==> src/rtl/lmw_seq_pkg.sv <==
package lmw_seq_pkg;

  typedef enum logic [2:0] {
    ST_IDLE,
    ST_READ,
    ST_DRAIN,
    ST_FIN,
    ST_TRAP
  } seqStateT;

  // Control-to-datapath strobes
  typedef struct packed {
    logic load;   // capture request fields
    logic step;   // a word was accepted from memory
    logic last;   // accepted word is the final one
  } seqStrobeT;

endpackage

==> src/rtl/lmw_seq_ctrl.sv <==
module lmw_seq_ctrl
  import lmw_seq_pkg::*;
#(
  parameter int REG_W  = 5,
  parameter int BCNT_W = 7,
  parameter int WCNT_W = REG_W + 1
) (
  input  logic              clk,
  input  logic              rstN,
  input  logic              reqValid,
  input  logic [1:0]        reqEaLow,
  input  logic [REG_W-1:0]  reqRd,
  input  logic              reqIsString,
  input  logic [BCNT_W-1:0] reqByteCnt,
  input  logic              reqLittleEnd,
  input  logic              memReady,
  output seqStrobeT         strobe,
  output logic              memReq,
  output logic              busy,
  output logic              done,
  output logic              alignExc
);

  localparam int NREG = 1 << REG_W;

  seqStateT          state, nextState;
  logic [WCNT_W-1:0] wordsLeft, nextLeft;
  logic [WCNT_W-1:0] wordsNeeded;
  logic [BCNT_W:0]   bytesRounded;
  logic              fault;

  always_comb begin
    bytesRounded = {1'b0, reqByteCnt} + (BCNT_W+1)'(3);
    if (reqIsString)
      wordsNeeded = WCNT_W'(bytesRounded >> 2);
    else
      wordsNeeded = WCNT_W'(NREG) - WCNT_W'(reqRd);
    fault = reqLittleEnd || (reqEaLow != 2'b00);
  end

  always_comb begin
    strobe    = '0;
    nextState = state;
    nextLeft  = wordsLeft;
    unique case (state)
      ST_IDLE: begin
        if (reqValid) begin
          strobe.load = 1'b1;
          if (fault)
            nextState = ST_TRAP;
          else if (wordsNeeded == '0)
            nextState = ST_FIN;
          else begin
            nextState = ST_READ;
            nextLeft  = wordsNeeded;
          end
        end
      end
      ST_READ: begin
        if (memReady) begin
          strobe.step = 1'b1;
          if (wordsLeft == WCNT_W'(1)) begin
            strobe.last = 1'b1;
            nextState   = ST_DRAIN;
          end else begin
            nextLeft = wordsLeft - WCNT_W'(1);
          end
        end
      end
      ST_DRAIN: nextState = ST_FIN;
      ST_FIN:   nextState = ST_IDLE;
      ST_TRAP:  nextState = ST_IDLE;
      default:  nextState = ST_IDLE;
    endcase
  end

  always_ff @(posedge clk) begin
    if (!rstN) begin
      state     <= ST_IDLE;
      wordsLeft <= '0;
    end else begin
      state     <= nextState;
      wordsLeft <= nextLeft;
    end
  end

  assign memReq   = (state == ST_READ);
  assign busy     = (state != ST_IDLE);
  assign done     = (state == ST_FIN);
  assign alignExc = (state == ST_TRAP);

  AST_REQ_HOLD: assert property (@(posedge clk) disable iff (!rstN)
    memReq && !memReady |=> memReq);
  AST_DONE_SINGLE: assert property (@(posedge clk) disable iff (!rstN)
    done |=> !done);

endmodule

==> src/rtl/lmw_seq_datapath.sv <==
module lmw_seq_datapath
  import lmw_seq_pkg::*;
#(
  parameter int ADDR_W = 32,
  parameter int DATA_W = 32,
  parameter int REG_W  = 5,
  parameter int BCNT_W = 7
) (
  input  logic              clk,
  input  logic              rstN,
  input  seqStrobeT         strobe,
  input  logic [ADDR_W-1:0] reqEa,
  input  logic [REG_W-1:0]  reqRd,
  input  logic              reqIsString,
  input  logic [BCNT_W-1:0] reqByteCnt,
  input  logic [DATA_W-1:0] memData,
  output logic [ADDR_W-1:0] memAddr,
  output logic              rfWe,
  output logic [REG_W-1:0]  rfAddr,
  output logic [DATA_W-1:0] rfData
);

  localparam int NBYTE = DATA_W / 8;

  logic [ADDR_W-1:0] addrQ;
  logic [REG_W-1:0]  regIdxQ;
  logic [1:0]        tailQ;
  logic [DATA_W-1:0] tailMask;
  logic [DATA_W-1:0] wordOut;

  // Keep leading bytes (most significant first) of the final partial word
  always_comb begin
    tailMask = '0;
    for (int b = 0; b < NBYTE; b++) begin
      if (tailQ == 2'd0 || b < int'(tailQ))
        tailMask[DATA_W-1-8*b -: 8] = 8'hFF;
    end
    wordOut = strobe.last ? (memData & tailMask) : memData;
  end

  always_ff @(posedge clk) begin
    if (!rstN) begin
      addrQ   <= '0;
      regIdxQ <= '0;
      tailQ   <= '0;
      rfWe    <= 1'b0;
      rfAddr  <= '0;
      rfData  <= '0;
    end else begin
      rfWe <= 1'b0;
      if (strobe.load) begin
        addrQ   <= reqEa;
        regIdxQ <= reqRd;
        tailQ   <= reqIsString ? reqByteCnt[1:0] : 2'd0;
      end else if (strobe.step) begin
        addrQ   <= addrQ + ADDR_W'(4);
        regIdxQ <= regIdxQ + REG_W'(1);
        rfWe    <= 1'b1;
        rfAddr  <= regIdxQ;
        rfData  <= wordOut;
      end
    end
  end

  assign memAddr = addrQ;

  AST_RF_ASCEND: assert property (@(posedge clk) disable iff (!rstN)
    rfWe && $past(rfWe) |-> rfAddr == REG_W'($past(rfAddr) + REG_W'(1)));

endmodule

==> src/rtl/lmw_seq_top.sv <==
module lmw_seq_top
  import lmw_seq_pkg::*;
#(
  parameter int ADDR_W = 32,
  parameter int DATA_W = 32,
  parameter int REG_W  = 5,
  parameter int BCNT_W = 7
) (
  input  logic              clk,
  input  logic              rstN,
  input  logic              reqValid,
  input  logic [ADDR_W-1:0] reqEa,
  input  logic [REG_W-1:0]  reqRd,
  input  logic              reqIsString,
  input  logic [BCNT_W-1:0] reqByteCnt,
  input  logic              reqLittleEnd,
  output logic              busy,
  output logic              memReq,
  output logic [ADDR_W-1:0] memAddr,
  input  logic              memReady,
  input  logic [DATA_W-1:0] memData,
  output logic              rfWe,
  output logic [REG_W-1:0]  rfAddr,
  output logic [DATA_W-1:0] rfData,
  output logic              done,
  output logic              alignExc
);

  localparam int WCNT_W = REG_W + 1;

  seqStrobeT strobe;

  lmw_seq_ctrl #(
    .REG_W (REG_W),
    .BCNT_W(BCNT_W),
    .WCNT_W(WCNT_W)
  ) uCtrl (
    .clk         (clk),
    .rstN        (rstN),
    .reqValid    (reqValid),
    .reqEaLow    (reqEa[1:0]),
    .reqRd       (reqRd),
    .reqIsString (reqIsString),
    .reqByteCnt  (reqByteCnt),
    .reqLittleEnd(reqLittleEnd),
    .memReady    (memReady),
    .strobe      (strobe),
    .memReq      (memReq),
    .busy        (busy),
    .done        (done),
    .alignExc    (alignExc)
  );

  lmw_seq_datapath #(
    .ADDR_W(ADDR_W),
    .DATA_W(DATA_W),
    .REG_W (REG_W),
    .BCNT_W(BCNT_W)
  ) uDatapath (
    .clk        (clk),
    .rstN       (rstN),
    .strobe     (strobe),
    .reqEa      (reqEa),
    .reqRd      (reqRd),
    .reqIsString(reqIsString),
    .reqByteCnt (reqByteCnt),
    .memData    (memData),
    .memAddr    (memAddr),
    .rfWe       (rfWe),
    .rfAddr     (rfAddr),
    .rfData     (rfData)
  );

  AST_ADDR_ALIGNED: assert property (@(posedge clk) disable iff (!rstN)
    memReq |-> memAddr[1:0] == 2'b00);
  AST_ADDR_STABLE: assert property (@(posedge clk) disable iff (!rstN)
    memReq && !memReady |=> $stable(memAddr));
  AST_TRAP_QUIET: assert property (@(posedge clk) disable iff (!rstN)
    alignExc |-> !rfWe && !memReq);
  AST_PULSE_EXCL: assert property (@(posedge clk) disable iff (!rstN)
    $onehot0({done, alignExc}));
  AST_DONE_FOLLOWS: assert property (@(posedge clk) disable iff (!rstN)
    done |-> $past(rfWe) || !$past(busy));

endmodule

==> config.mk <==
export PLATFORM = sky130hd
export DESIGN_NAME = lmw_seq_top
export DESIGN_NICKNAME = d
export VERILOG_FILES = /design/src/rtl/lmw_seq_pkg.sv /design/src/rtl/lmw_seq_ctrl.sv /design/src/rtl/lmw_seq_datapath.sv /design/src/rtl/lmw_seq_top.sv
export SDC_FILE = /design/constraint.sdc
export NUM_CORES = 1
export LEC_CHECK = 0
export BUFFER_PORTS_ARGS = -buffer_cell sky130_fd_sc_hd__buf_2
export CORE_MARGIN = 2
export CORE_UTILIZATION = 40
export CTS_BUF_LIST = sky130_fd_sc_hd__clkbuf_16
export DETAILED_ROUTE_END_ITERATION = 10
export GPL_ROUTABILITY_DRIVEN = 0
export GPL_TIMING_DRIVEN = 0
export PLACE_DENSITY_LB_ADDON = 0.08
export SLEW_MARGIN = 20
export SYNTH_ARGS = -nofsm -noshare
export SYNTH_HDL_FRONTEND = slang
export SYNTH_SLANG_ARGS = --single-unit
export TNS_END_PERCENT = 10
==> constraint.sdc <==
create_clock -name clk -period 3.1 [get_ports clk]
set_input_delay 0.62 -clock clk [delete_from_list [all_inputs] [get_ports clk]]
set_output_delay 0.62 -clock clk [all_outputs]
set_load 0.005 [all_outputs]
==> metrics.md, run 1 <==
| Metric | Value |
|---|---|
| Status | `finished, final reports clean` |
| Commonest non-fill, non-tap cell in the layout | `buf_2` |
| Number of antenna diodes | `0` |
| Detailed-route DRC error count | `0` |
| Die Wd | `106.9 um` |
| CP Cell Sequence | `or3b_1, inv_1, and2_1, clkbuf_1, nor2_1, clkbuf_1, o21ai_0, a21oi_1` |
| RSZ-0062 raised after global routing | `false` |
| Total GRT Usage | `24.45%` |
| Max stage delay cell, worst path | `clkbuf_1` |
| Area leader, netlist | `dfxtp_1` |
| Pre-Repair DR Iteration Count | `5` |
| Vias in the first global route | `4478` |
| DP HPWL | `10200 um` |
| Final worst-path cycle share | `81.14%` |
| Crit path top cell by count | `clkbuf_1` |
| First-pass GRT wire length | `22160 um` |
| Synth Instances | `539` |
| Iteration-0 DRC Markers | `314` |
| Hold Path Stages | `2` |
| # resized after CTS | `0` |
| Num Clock Sinks | `86` |
| Synthesized cell area | `0.004233 sq mm` |
| Post-Syn Nets | `628` |
| Most frequent cells in the layout | `buf_2 (159), dfxtp_1 (86), nand2_1 (67), a21oi_1 (63), nor2_1 (58)` |
| Placeable core area | `0.01028 sq mm` |
| GR Overflow Total | `0` |
| Critical Path Start Type | `flip-flop` |
| Sequential share of the synthesized area | `40.67%` |
| Die area | `0.01142 sq mm` |
| Synth warn | `0` |
| Stages on worst setup path | `8` |
| Worst-path fanout max | `10` |
| Worst-path clk slew | `0.07 ns` |
| Clock Path Buffers | `2` |
| Top-area cell type share of the netlist area | `40.67%` |
| CP Buf/Inv Count | `3` |
| Detailed-route wire length per cell | `16.48 um` |
| Synth Flop Type | `dfxtp_1` |
| Top Ports | `156` |
| Post-CTS Setup Bufs | `0` |
| Area contributors post-synth | `dfxtp_1 (41%), a21oi_1 (7.4%), a22oi_1 (6.6%), nand2_1 (5.9%), nor2_1 (5.1%)` |
| Layout cell share with drive strength beyond 1 | `26.27%` |
| Final WL | `13910 um` |
| Pin count of the biggest net entering global routing | `16` |
| Worst-Margin Slew | `0.7114 ns` |
| CTS H-tree depth | `3` |
| Mapped Avg Cell Area | `7.853 sq um` |
| # nets final | `793` |
| Total CTS buffers | `9` |
| # fillers | `1027` |
| Final setup TNS | `0 ns` |
| Worst hold-check path type | `reg -> reg` |
| Pre-CTS WS | `0.3327 ns` |
| Critical path required time | `3.37 ns` |
| Pwr per Cell Area | `584.1 mW/mm^2` |
| DP Cell Count | `829` |
| Via count | `4709` |
| Routed vias/inst | `5.579` |
| Total power | `0.003195 W` |
| Final Non-Filler Cells | `844` |
| Clock root buffer | `clkbuf_16` |
| Worst Skew | `0.009719 ns` |
| Fin. max-slew vios | `0` |
| Element type at the critical path end | `flip-flop` |
| Max-slew headroom | `52.57%` |
| Die boundary height | `106.9 um` |
| Cell family with the largest share of critical-path delay | `simple AND/OR/NAND/NOR gates` |
| Detail Route Antenna Nets | `0` |
| Min Clock Period, post-route | `2.515 ns` |
| Fmax | `0.3976 GHz` |
| P&R area growth vs syn | `29.20%` |
| Final Hold Fails | `0` |
| Max stage delay on crit path | `0.57 ns` |
| CTS tree | `built` |
| Initial Util | `41.19%` |
| Worst setup path class | `reg -> reg` |
| Synth unique cells | `54` |
| Later-pin clock latency in the skew report | `0.34 ns` |
| Arrival time at the worst endpoint | `2.78 ns` |
| R2R cell count | `8` |
| Count of final setup violators | `0` |
| Yosys reg bits | `86` |
| Site Rows | `37` |
| Leak | `2.306 nW` |
| CTS Hold Bufs | `0` |
| Max-Cap Viols | `0` |
| EDFF count, synth | `0` |
| Final Worst Setup Slack | `0.5846 ns` |
| Ys async rst share | `0%` |
| Initial antenna violation count | `1` |
| Max IR drop VDD | `0.2773 mV` |
| PortBufs | `154` |
-- sequential cells by signal, summed over array words and instances, names as in the netlist --
register	cells
uCtrl.wordsLeft	6
uDatapath.rfAddr	5
uDatapath.rfWe	1
uDatapath.regIdxQ	5
uCtrl.state	3
uDatapath.tailQ	2
uDatapath.rfData	32
uDatapath.memAddr	32
-- Yosys cell counts (all sizes together), types with 2 or more instances --
library cell	instances
xor2	8
or2	2
nand4	5
and3	7
a31oi	8
inv	11
o211ai	4
nor3b	6
a22oi	37
a21oi	64
a221oi	7
a211oi	3
buf	8
or3	11
nor4	7
dfxtp	86
o31ai	2
nand3	23
a41oi	2
xnor2	4
a2bb2oi	2
nor2	58
mux2i	3
and4	3
and2	4
nand2	67
ha	7
o21ai	28
nor3	18
clkbuf	27
-- layer usage --
metal  part of all wire [%]  vias to the layer above  GRT usage (%)  wire length (um)
li1                       -                     2302              -                 -
met1                     46                     2201          33.41              6448
met2                     45                      186          37.94              6205
met3                    7.2                       20          5.228               998
met4                    1.8                        0          8.998               253
met5                      0                        -              0                 0
-- worst register-to-register path, cell delays in order, from the launching register on --
cell and delay, ns:
dfxtp_1 0.43, or3b_1 0.17, inv_1 0.07, and2_1 0.15
clkbuf_1 0.19, nor2_1 0.51, clkbuf_1 0.57, o21ai_0 0.21
a21oi_1 0.15
-- report_power, final --
group	leakage [nW]	internal (W)	switching [W]	total [W]
Sequential	0.700	0.00121	0.000130	0.00134
Clock	0.135	0.000626	0.000476	0.00110
Combinational	1.47	0.000300	0.000449	0.000749
-- worst paths after layout --
kind,from,to,slack [ns]
max,uCtrl.state[1],uDatapath.memAddr[16],0.58
max reg2reg,uCtrl.state[1],uDatapath.memAddr[16],0.58
min reg2reg,uDatapath.rfAddr[1],uDatapath.rfAddr[1],0.45
min,uDatapath.rfAddr[1],uDatapath.rfAddr[1],0.45
-- metrics by stage --
step,utilization [%],cell area [sq um],hold slack [ns]
after CTS,53.21,5469,0.4535
after floorplan,-,4233,0.4319
after global routing,53.21,5469,0.4722
after global placement,50.34,5174,0.4384
after detailed placement,50.34,5174,0.4439
final,53.21,5469,0.4515
-- final cells by class --
type	instances	area (sq um)	area share (%)
clock buffers	9	225.2	4.118
flip-flops and latches	86	1722	31.48
clock inverters	6	70.07	1.281
plain buffers	35	137.6	2.517
inverters	11	41.29	0.7550
well taps	136	170.2	3.111
repair buffers	154	770.7	14.09
multi-input cells	407	2332	42.64
-- cell families (layout without fill, tap and decap cells) --
logic type / after synthesis / in the layout / share of synthesized area, %
compound gates: 168 / 168 / 25.42
xor+xnor: 12 / 12 / 2.483
fa+ha+maj: 7 / 7 / 2.069
buf+inv: 46 / 215 / 4.227
flops: 86 / 86 / 40.67
mux: 4 / 4 / 0.9755
simple gates: 216 / 216 / 24.15
No activity file was read; power rests on OpenSTA's default activity.
==> run 2: changes to the inputs <==
- clock period: 3.1 -> 2.4 ns (I/O delays scaled with it)
==> run 2 against run 1 <==
Compared with the run above:
- global-route usage did not move
- critical path type is now in -> reg
- core utilization increased by 0.17 points
- clock power is 30% higher
- worst hold slack got worse by 0.086 ns
- critical path depth rose by 1
- largest cell class unchanged
- sequential share of layout area fell by 0.078 points
- combinational power is 30% higher
- first-iteration DRC count rose by 3.2%
- die area did not move
- critical endpoint is now uCtrl.wordsLeft[5]
- clock skew about the same
==> metrics.md, run 2 (synthesis results as in run 1) <==
| Metric | Value |
|---|---|
| Status | `finished, final reports clean` |
| Pre-CTS WS | `-0.2273 ns (-0.5600 ns)` |
| Number of antenna diodes | `0 (unchanged)` |
| Detailed-route DRC error count | `0 (unchanged)` |
| Leak | `2.327 nW (+0.95%)` |
| # nets final | `791 (-0.25%)` |
| Critical path startpoint | `reqRd[0]` |
| Critical path required time | `2.60 ns (-0.77 ns)` |
| P&R area growth vs syn | `29.62%` |
| Max IR drop VDD | `0.3601 mV (+30%)` |
| Commonest non-fill, non-tap cell in the layout | `buf_2` |
| Worst Skew | `0.009471 ns (-0.0002480 ns)` |
| GR Overflow Total | `0 (unchanged)` |
| Critical Path Start Type | `input pin` |
| Initial Util | `41.19% (unchanged)` |
| CTS tree | `built` |
| Worst-path fanout max | `9 (-1)` |
| Element type at the critical path end | `flip-flop` |
| Final WL | `13950 um (+0.33%)` |
| Placeable core area | `0.01028 sq mm (unchanged)` |
| Total power | `0.004142 W (+30%)` |
| Die boundary height | `106.9 um (unchanged)` |
| Detail Route Antenna Nets | `0 (unchanged)` |
| Layout cell share with drive strength beyond 1 | `28.05% (+1.8 points)` |
| Pwr per Cell Area | `754.9 mW/mm^2 (+29%)` |
| RSZ-0062 raised after global routing | `true` |
| Die area | `0.01142 sq mm (unchanged)` |
| Num Clock Sinks | `86 (unchanged)` |
| Worst-Margin Slew | `0.6784 ns (-0.03308 ns)` |
| Clock root buffer | `clkbuf_16` |
| Top Ports | `156 (unchanged)` |
| Post-CTS Setup Bufs | `0 (unchanged)` |
| First-pass GRT wire length | `22160 um (unchanged)` |
| Routed vias/inst | `5.519 (-1.1%)` |
| Via count | `4647 (-1.3%)` |
| Final Hold Fails | `0 (unchanged)` |
| Worst setup path class | `in -> reg` |
| CTS H-tree depth | `3 (unchanged)` |
| Final worst-path cycle share | `95.42%` |
| Detailed-route wire length per cell | `16.57 um (+0.57%)` |
| Die Wd | `106.9 um (unchanged)` |
| Iteration-0 DRC Markers | `324 (+3.2%)` |
| Clock Path Buffers | `2 (unchanged)` |
| Fin. max-slew vios | `0 (unchanged)` |
| Total GRT Usage | `24.45% (unchanged)` |
| Worst hold start | `reqEa[23]` |
| PortBufs | `154 (unchanged)` |
| Most frequent cells in the layout | `buf_2 (161), dfxtp_1 (85), nand2_1 (67), a21oi_1 (63), nor2_1 (58)` |
| Fin util | `53.38% (+0.17 points)` |
| Site Rows | `37 (unchanged)` |
| Final Worst Setup Slack | `0.1100 ns (-0.4747 ns)` |
| DP Cell Count | `829 (unchanged)` |
| R2R Path Start | `uCtrl.state[0]` |
| Max-Cap Viols | `0 (unchanged)` |
| Vias in the first global route | `4478 (unchanged)` |
| Final setup TNS | `0 ns (unchanged)` |
| Count of final setup violators | `0 (unchanged)` |
| Later-pin clock latency in the skew report | `0.34 ns (about the same)` |
| Pin count of the biggest net entering global routing | `16 (unchanged)` |
| Min Clock Period, post-route | `2.290 ns` |
| Worst hold-check path type | `in -> reg` |
| Pre-Repair DR Iteration Count | `4 (-1)` |
| DP HPWL | `10200 um (unchanged)` |
| Initial antenna violation count | `1 (unchanged)` |
| Worst-path clk slew | `0.07 ns (about the same)` |
| Total CTS buffers | `9 (unchanged)` |
| Max-slew headroom | `54.78% (+2.2 points)` |
| Fmax | `0.4367 GHz` |
| Final Non-Filler Cells | `842 (-0.24%)` |
| Arrival time at the worst endpoint | `2.49 ns (-0.29 ns)` |
-- run 2: cell types whose count changed in the layout (fill, tap and decap cells not counted) --
cell	previous run	this run
clkbuf_1	27	19
dfxtp_2	0	1
buf_1	3	1
xor2_2	0	1
xor2_1	8	7
clkbuf_2	0	6
dfxtp_1	86	85
nor3_2	0	1
buf_2	159	161
and2_1	4	3
and2_2	0	1
nor3_1	18	17
-- run 2: area by class of cell --
cell class	count	area, sq um
sequential	86	1723
buffer	33	140.1
fill	1020	4791
multi-input combinational	407	2346
clock buffer	9	225.2
tap	136	170.2
inverter	11	41.29
clock inverter	6	70.07
timing repair buffer	154	770.7
-- run 2: routing by layer --
metal | GRT usage, % | vias up | wire, um
met4 | 8.998 | 0 | 252
met5 | 0 | - | 0
met3 | 5.228 | 21 | 1127
met2 | 37.94 | 191 | 6252
met1 | 33.41 | 2145 | 6319
li1 | - | 2290 | -
-- run 2: power by group --
group	switching [W]	leakage (nW)	total (W)	internal, W
clock network	0.000622	0.135	0.00143	0.000809
registers	0.000168	0.700	0.00174	0.00157
logic	0.000582	1.49	0.000976	0.000394
-- run 2: path summary, 6_finish.rpt --
kind | slack [ns] | depth (start not counted) | endpoint
hold reg to reg | 0.45 | 2 | uDatapath.rfAddr[1]
hold / removal | 0.37 | 3 | uDatapath.memAddr[23]
setup reg to reg | 0.15 | 6 | uDatapath.tailQ[1]
setup / recovery | 0.11 | 9 | uCtrl.wordsLeft[5]
-- run 2: metrics by stage --
stage                     cell area [sq um]  hold WS, ns
after global placement                 5174       0.4384
after CTS                              5473       0.3650
after floorplan                        4233       0.4319
after global routing                   5487       0.3671
after detailed placement               5174       0.4439
final                                  5487       0.3655
-- run 2: what timing repair did --
| action | CTS | global route |
|---|---|---|
| hold buffers | 0 | 0 |
| endpoints found under the setup margin | 10 | 57 |
| gates resized for setup | 3 | 14 |
-- run 2: worst max-delay path, cell delays in order --
cell,delay (ns)
buf_2,0.13
inv_1,0.05
ha_1,0.26
xor2_2,0.21
a22oi_1,0.11
or3_4,0.41
o31ai_4,0.47
mux2i_1,0.26
o22ai_1,0.10
